`config.mk`:
```
export PLATFORM = sky130hd
export DESIGN_NAME = irq_sense_conv
export DESIGN_NICKNAME = d
export VERILOG_FILES = /design/src/rtl/irq_sense_pkg.sv /design/src/rtl/irq_mode_bank.sv /design/src/rtl/irq_sense_chan.sv /design/src/rtl/irq_sense_conv.sv
export SDC_FILE = /design/constraint.sdc
export NUM_CORES = 1
export LEC_CHECK = 0
export ABC_AREA = 1
export BUFFER_PORTS_ARGS = -buffer_cell sky130_fd_sc_hd__buf_2
export CAP_MARGIN = 10
export CORE_MARGIN = 5
export CORE_UTILIZATION = 55
export DETAILED_ROUTE_END_ITERATION = 12
export GPL_TIMING_DRIVEN = 0
export PLACE_DENSITY = 0.77
export REMOVE_ABC_BUFFERS = 1
export SLEW_MARGIN = 40
export SYNTH_ARGS = -nofsm -noshare
export SYNTH_HDL_FRONTEND = slang
export SYNTH_HIERARCHICAL = 1
export SYNTH_SLANG_ARGS = --single-unit
```
`constraint.sdc`:
```
create_clock -name clk -period 2 [get_ports clk]
set_input_delay 0.2 -clock clk [delete_from_list [all_inputs] [get_ports clk]]
set_output_delay 0.2 -clock clk [all_outputs]
set_load 0.01 [all_outputs]
```
`src/rtl/irq_sense_pkg.sv`:
```
package irq_sense_pkg;

  localparam int unsigned FIELD_W = 2;

  typedef enum logic [FIELD_W-1:0] {
    SENSE_LOW  = 2'b00,
    SENSE_FALL = 2'b01,
    SENSE_RISE = 2'b10,
    SENSE_BOTH = 2'b11
  } sense_e;

endpackage

```
`src/rtl/irq_mode_bank.sv`:
```
module irq_mode_bank
  import irq_sense_pkg::*;
#(
  parameter int unsigned DATA_W     = 32,
  parameter int unsigned ADDR_W     = 8,
  parameter logic [ADDR_W-1:0] MODE_OFS = 8'h0C,
  parameter int unsigned NUM_FIELDS = 14
) (
  input  logic                  clk,
  input  logic                  rst_n,
  input  logic                  sel_i,
  input  logic                  we_i,
  input  logic [ADDR_W-1:0]     addr_i,
  input  logic [DATA_W-1:0]     wdata_i,
  output logic [DATA_W-1:0]     mode_o,
  output logic [NUM_FIELDS-1:0] chg_o
);

  logic                  hit;
  logic                  mode_en;
  logic [DATA_W-1:0]     mode_q;
  logic [DATA_W-1:0]     mode_d;
  logic [NUM_FIELDS-1:0] chg_d;
  logic [NUM_FIELDS-1:0] chg_q;

  assign hit     = sel_i && (addr_i == MODE_OFS);
  assign mode_en = we_i && hit;

  always_comb begin
    mode_d = mode_q;
    if (mode_en) mode_d = wdata_i;
  end

  // A field counts as changed only when its value really differs.
  for (genvar f = 0; f < NUM_FIELDS; f++) begin : g_chg
    assign chg_d[f] = mode_d[f*FIELD_W +: FIELD_W] != mode_q[f*FIELD_W +: FIELD_W];
  end

  always_ff @(posedge clk or negedge rst_n) begin
    if (!rst_n) begin
      mode_q <= '0;
      chg_q  <= '0;
    end else begin
      if (mode_en) mode_q <= mode_d;
      chg_q <= chg_d;
    end
  end

  assign mode_o = mode_q;
  assign chg_o  = chg_q;

  // the register holds its value unless it is written.
  p_hold_unless_written_r3: assert property (@(posedge clk) disable iff (!rst_n)
    !(we_i && hit) |=> $stable(mode_q));

  // a change flag only follows a write to this bank.
  p_chg_after_write_r9: assert property (@(posedge clk) disable iff (!rst_n)
    (chg_q != '0) |-> $past(we_i && hit));

endmodule

```
`src/rtl/irq_sense_chan.sv`:
```
module irq_sense_chan
  import irq_sense_pkg::*;
#(
  parameter int unsigned SYNC_STAGES = 2,
  parameter logic        IDLE        = 1'b1
) (
  input  logic   clk,
  input  logic   rst_n,
  input  logic   in_i,
  input  sense_e mode_i,
  input  logic   reload_i,
  output logic   out_o
);

  logic s;
  logic prev_q;
  logic prev_en;
  logic fall;
  logic rise;
  logic out_d;
  logic out_q;

  if (SYNC_STAGES == 0) begin : g_nosync
    assign s = in_i;
  end else begin : g_sync
    localparam int unsigned SW = SYNC_STAGES;
    logic [SW-1:0] sync_q;
    always_ff @(posedge clk or negedge rst_n) begin
      if (!rst_n) begin
        sync_q <= {SW{IDLE}};
      end else begin
        sync_q[0] <= in_i;
        for (int k = 1; k < SW; k++) sync_q[k] <= sync_q[k-1];
      end
    end
    assign s = sync_q[SW-1];
  end

  // The edge history is frozen in level mode and reloaded when the mode changes.
  assign prev_en = reload_i || (mode_i != SENSE_LOW);
  assign fall    = prev_q && !s;
  assign rise    = !prev_q && s;

  always_comb begin
    unique case (mode_i)
      SENSE_LOW:  out_d = !s;
      SENSE_FALL: out_d = fall;
      SENSE_RISE: out_d = rise;
      SENSE_BOTH: out_d = fall || rise;
      default:    out_d = 1'b0;
    endcase
    if (reload_i && (mode_i != SENSE_LOW)) out_d = 1'b0;
  end

  always_ff @(posedge clk or negedge rst_n) begin
    if (!rst_n) begin
      prev_q <= IDLE;
    end else if (prev_en) begin
      prev_q <= s;
    end
  end

  always_ff @(posedge clk or negedge rst_n) begin
    if (!rst_n) out_q <= 1'b0;
    else        out_q <= out_d;
  end

  assign out_o = out_q;

  // in level mode the output follows the inverted synchronized input.
  p_level_track_r4: assert property (@(posedge clk) disable iff (!rst_n)
    (mode_i == SENSE_LOW) |=> (out_q == !$past(s)));

  // an edge pulse never lasts two cycles.
  p_pulse_single_r8: assert property (@(posedge clk) disable iff (!rst_n)
    (out_q && (mode_i != SENSE_LOW)) |=> (!out_q || (mode_i == SENSE_LOW)));

  // the reload cycle produces no pulse.
  p_reload_quiet_r9: assert property (@(posedge clk) disable iff (!rst_n)
    (reload_i && (mode_i != SENSE_LOW)) |=> !out_q);

  // in edge modes a pulse needs a difference between history and input.
  p_edge_cause_r5: assert property (@(posedge clk) disable iff (!rst_n)
    (mode_i != SENSE_LOW) |=> (!out_q || $past(prev_q != s)));

endmodule

```
`src/rtl/irq_sense_conv.sv`:
```
module irq_sense_conv
  import irq_sense_pkg::*;
#(
  parameter int unsigned NS_LINES    = 14,
  parameter int unsigned SF_LINES    = 2,
  parameter int unsigned SWI_LINES   = 16,
  parameter int unsigned DATA_W      = 32,
  parameter int unsigned ADDR_W      = 8,
  parameter logic [ADDR_W-1:0] MODE_OFS = 8'h0C,
  parameter int unsigned SYNC_STAGES = 2
) (
  input  logic                 clk,
  input  logic                 rst_n,
  input  logic                 reg_sel_i,
  input  logic                 reg_we_i,
  input  logic [ADDR_W-1:0]    reg_addr_i,
  input  logic [DATA_W-1:0]    reg_wdata_i,
  output logic [DATA_W-1:0]    reg_rdata_o,
  input  logic [NS_LINES-1:0]  ext_ns_i,
  input  logic [SF_LINES-1:0]  ext_sf_i,
  input  logic                 err_i,
  input  logic [SWI_LINES-1:0] swi_i,
  output logic [NS_LINES-1:0]  ext_ns_o,
  output logic [SF_LINES-1:0]  ext_sf_o,
  output logic                 err_o,
  output logic [SWI_LINES-1:0] swi_o
);

  localparam int unsigned ERR_FIELD = SF_LINES;
  localparam int unsigned SF_FIELDS = SF_LINES + 1;

  logic [DATA_W-1:0]    ns_mode;
  logic [DATA_W-1:0]    sf_mode;
  logic [NS_LINES-1:0]  ns_chg;
  logic [SF_FIELDS-1:0] sf_chg;

  irq_mode_bank #(
    .DATA_W(DATA_W), .ADDR_W(ADDR_W), .MODE_OFS(MODE_OFS), .NUM_FIELDS(NS_LINES)
  ) u_bank_ns (
    .clk(clk), .rst_n(rst_n), .sel_i(!reg_sel_i), .we_i(reg_we_i),
    .addr_i(reg_addr_i), .wdata_i(reg_wdata_i), .mode_o(ns_mode), .chg_o(ns_chg)
  );

  irq_mode_bank #(
    .DATA_W(DATA_W), .ADDR_W(ADDR_W), .MODE_OFS(MODE_OFS), .NUM_FIELDS(SF_FIELDS)
  ) u_bank_sf (
    .clk(clk), .rst_n(rst_n), .sel_i(reg_sel_i), .we_i(reg_we_i),
    .addr_i(reg_addr_i), .wdata_i(reg_wdata_i), .mode_o(sf_mode), .chg_o(sf_chg)
  );

  always_comb begin
    reg_rdata_o = '0;
    if (reg_addr_i == MODE_OFS) reg_rdata_o = reg_sel_i ? sf_mode : ns_mode;
  end

  for (genvar i = 0; i < NS_LINES; i++) begin : g_ns
    irq_sense_chan #(.SYNC_STAGES(SYNC_STAGES), .IDLE(1'b1)) u_chan (
      .clk(clk), .rst_n(rst_n), .in_i(ext_ns_i[i]),
      .mode_i(sense_e'(ns_mode[i*FIELD_W +: FIELD_W])),
      .reload_i(ns_chg[i]), .out_o(ext_ns_o[i])
    );
  end

  for (genvar i = 0; i < SF_LINES; i++) begin : g_sf
    irq_sense_chan #(.SYNC_STAGES(SYNC_STAGES), .IDLE(1'b1)) u_chan (
      .clk(clk), .rst_n(rst_n), .in_i(ext_sf_i[i]),
      .mode_i(sense_e'(sf_mode[i*FIELD_W +: FIELD_W])),
      .reload_i(sf_chg[i]), .out_o(ext_sf_o[i])
    );
  end

  irq_sense_chan #(.SYNC_STAGES(SYNC_STAGES), .IDLE(1'b1)) u_err (
    .clk(clk), .rst_n(rst_n), .in_i(err_i),
    .mode_i(sense_e'(sf_mode[ERR_FIELD*FIELD_W +: FIELD_W])),
    .reload_i(sf_chg[ERR_FIELD]), .out_o(err_o)
  );

  for (genvar i = 0; i < SWI_LINES; i++) begin : g_swi
    irq_sense_chan #(.SYNC_STAGES(0), .IDLE(1'b0)) u_chan (
      .clk(clk), .rst_n(rst_n), .in_i(swi_i[i]), .mode_i(SENSE_RISE),
      .reload_i(1'b0), .out_o(swi_o[i])
    );

    // a software pulse needs the source high at the previous edge.
    p_swi_cause_r10: assert property (@(posedge clk) disable iff (!rst_n)
      swi_o[i] |-> $past(swi_i[i]));
  end

endmodule

```
==> results.py <==
metrics = {
    "status": {
        "status": "completed",
    },
    "timing": {
        "max_freq_ghz": 0.566,
        "setup_violations": 0,
        "hold_slack_ns": 0.0186,
        "period_needed_ns": 1.77,
        "report.final.slew_viol_count": 0,
        "rsz0062_at_grt": "no",
        "worst_pin_slew_ns": 0.817,
        "finalCritPeriodShare": 0.884,
        "slew_headroom": 0.453,
        "clock_skew_ns": 0.00862,
        "hold_viol_final": 0,
    },
    "pwr": {
        "pwr-share-seq": 0.476,
        "p_sw_frac": 0.270,
        "p_leak_nw": 7.38,
        "p_per_area_mw_per_mm2": 675,
        "p_switching_w": 0.00239,
        "ir_drop_v": 0.000619,
        "pwr-share-clk": 0.381,
        "p_int_w": 0.00645,
        "power_frac_comb": 0.143,
    },
    "drt": {
        "drc": 0,
        "wl_per_cell_um": 11.5,
        "drt-vias-per-instance": 4.57,
        "routed_wl_um": 22900,
        "drt_first_pass_iters": 5,
        "vias": 9064,
        "antenna_left": 0,
        "drtIter0Drc": 505,
    },
    "clock_tree": {
        "cts-buffers-inserted": 17,
        "htree_levels": 4,
        "cts_sinks": 181,
        "cts_tree": "yes",
        "cts-root-buf": "clkbuf_16",
        "cts_buffer_depth": 2,
        "clkLatencyLatePin_ns": 0.43,
        "clk_pin_slew_ns": 0.07,
    },
    "placed_design": {
        "globalplace.congestion": 0.758,
        "portBuffers": 141,
        "hpwl_um": 15300,
    },
    "worst_setup_path": {
        "critPathArrivalTime_ns": 2.13,
        "crit_path_start_kind": "input port",
        "rr_worst_depth": 5,
        "r2r-end": "g_ns[5].u_chan/out_o",
        "cp-startpoint": "reg_sel_i",
        "r2r_start": "g_ns[5].u_chan/prev_q",
        "r2r_slack_ns": 0.71,
        "critPathKind": "in -> reg",
        "critPathMaxFanout": 42,
        "crit_required_ns": 2.36,
        "crit_path_end": "u_bank_sf/mode_o[10]",
        "worst_setup_path_end_kind": "register",
    },
    "synth": {
        "seq_area_frac_synth": 0.430,
        "yosys_warnings": 6,
        "postSynthCellCount": 1377,
        "syn_area_mm2": 0.0107,
        "syn_avg_cell_area_um2": 7.75,
        "yosysUniqueCellTypes": 29,
        "synth-seq-cells": 181,
    },
    "grt": {
        "grt_use_met1": 0.273,
        "grt_start_max_net_pins": 75,
        "met2_usage": 0.379,
        "met3_usage": 0.0510,
        "grt_pass1_wl_um": 39400,
        "gr-total-overflow": 0,
        "top_usage_layer": "met2",
        "grt_pass1_vias": 8734,
        "grt.total_usage": 0.217,
        "antenna_found_initial": 0,
    },
    "die": {
        "initial_core_util": 0.554,
        "die-area_mm2": 0.0223,
        "die_w_um": 149,
        "std_cell_rows": 51,
        "die_h_um": 149,
        "core_mm2": 0.0193,
        "io_pins": 142,
    },
    "final_layout": {
        "antenna_cells": 0,
        "layout_common_cells": "408 x nand2_1, 298 x inv_1, 160 x conb_1",
        "final_common_cell": "nand2_1",
        "area_growth_pct": 22.6,
        "num-nets-final": 1848,
        "drive_gt1_frac": 0.168,
        "fin_util": 0.679,
    },
    "run": {
        "cap_violations": 0,
    },
    "min_path": {
        "min_path_type": "in -> reg",
    },
}
==> final cells by class <==
cell class	count	area, um^2
clock buffer	18	439
tap	265	332
timing repair buffer	186	1250
sequential	181	4590
fill	1640	6180
inverter	300	1130
clock inverter	14	149
multi-input combinational	1019	5190
==> worst min path at each step <==
stage | startpoint | to | slack (ns) | cells past startpoint
after floorplan | rst_n | g_ns[0].u_chan/out_o | -0.1 | 0
after global placement | ext_ns_i[4] | g_ns[4].u_chan/g_sync.sync_q[0] | 0.30 | 1
after detailed placement | rst_n | u_err/out_o | 0.13 | 1
after CTS | reg_wdata_i[25] | u_bank_sf/mode_o[25] | 0.0005 | 3
after global routing | reg_wdata_i[10] | u_bank_sf/mode_o[10] | 0.02 | 3
final | reg_wdata_i[17] | u_bank_sf/mode_o[17] | 0.02 | 3
==> state kept, by name, summed over array words and instances (netlist names) <==
register	count
u_bank_ns/mode_o	32
u_bank_sf/mode_o	32
g_ns.u_chan/g_sync.sync_q	28
g_swi.u_chan/out_o	16
g_swi.u_chan/prev_q	16
g_ns.u_chan/out_o	14
g_ns.u_chan/prev_q	14
u_bank_ns/chg_o	14
g_sf.u_chan/g_sync.sync_q	4
u_bank_sf/chg_o	3
g_sf.u_chan/out_o	2
g_sf.u_chan/prev_q	2
u_err/g_sync.sync_q	2
u_err/out_o	1
u_err/prev_q	1
==> cell usage after synthesis, drive strengths merged <==
master	n	area [um^2]
dfstp	51	1340
ha	66	826
o21ai	97	591
nor3	1	16.3
a21oi	68	385
clkbuf	2	7.51
nand3	40	200
dfrtp	130	3250
o21bai	39	293
inv	300	1130
nand4	56	350
nor2	77	333
conb	2	7.51
nand2	412	1570
buf	33	353
o21a	3	22.5
==> layer usage <==
layer / vias to the layer above / share of wire
met2: 204 / 0.50
met3: 23 / 0.063
met1: 4104 / 0.43
met4: 0 / 0.012
met5: - / 0
li1: 4733 / -
==> power groups by stage <==
stage               logic [W]  registers, W  clock network, W
global route          0.00150       0.00425           0.00363
detailed placement    0.00119       0.00428                 0
CTS                   0.00125       0.00421           0.00347
finish                0.00126       0.00421           0.00337
global placement      0.00112       0.00426                 0
floorplan            0.000746       0.00426                 0
==> through the flow <==
stage	std cells	total power, W	instance area (um^2)	TNS (ns)	setup slack (ns)
2_1_floorplan	1500	0.00501	10900	-2.73	-0.0926
3_3_place_gp	1906	0.00538	11900	-423.42	-2.25
3_5_place_dp	1910	0.00546	12100	-45.49	-0.803
4_1_cts	1978	0.00893	13000	0	0.0632
5_1_grt	1983	0.00938	13100	0	0.0836
6_report	1983	0.00884	13100	0	0.232
==> worst max-delay path, cell delays in order <==
cell      delay, ns
buf_4          0.40
nand2_1        0.18
nor3_4         0.29
nand2_4        0.35
clkinv_2       0.48
nand2_1        0.11
nand2_1        0.08
==> what timing repair did <==
item / 4_1_cts / 5_1_grt
pin swaps: 0 / 1
gates resized for setup: 2 / 1
setup endpoints to repair: 61 / 39
buffers inserted: 0 / 4
endpoints found under the hold margin: 80 / 0
hold buffers: 36 / 0
==> logic make-up (layout without fill, tap and decap cells) <==
kind of cell    after synthesis  count (layout)  share of synthesized area
flops                       181             181                      0.430
simple gates                586             586                      0.231
other cells                   2             160                   0.000703
buf+inv                     335             518                      0.140
compound gates              207             207                      0.121
fa+ha+maj                    66              66                     0.0773
Power figures use the tool's default switching activity.
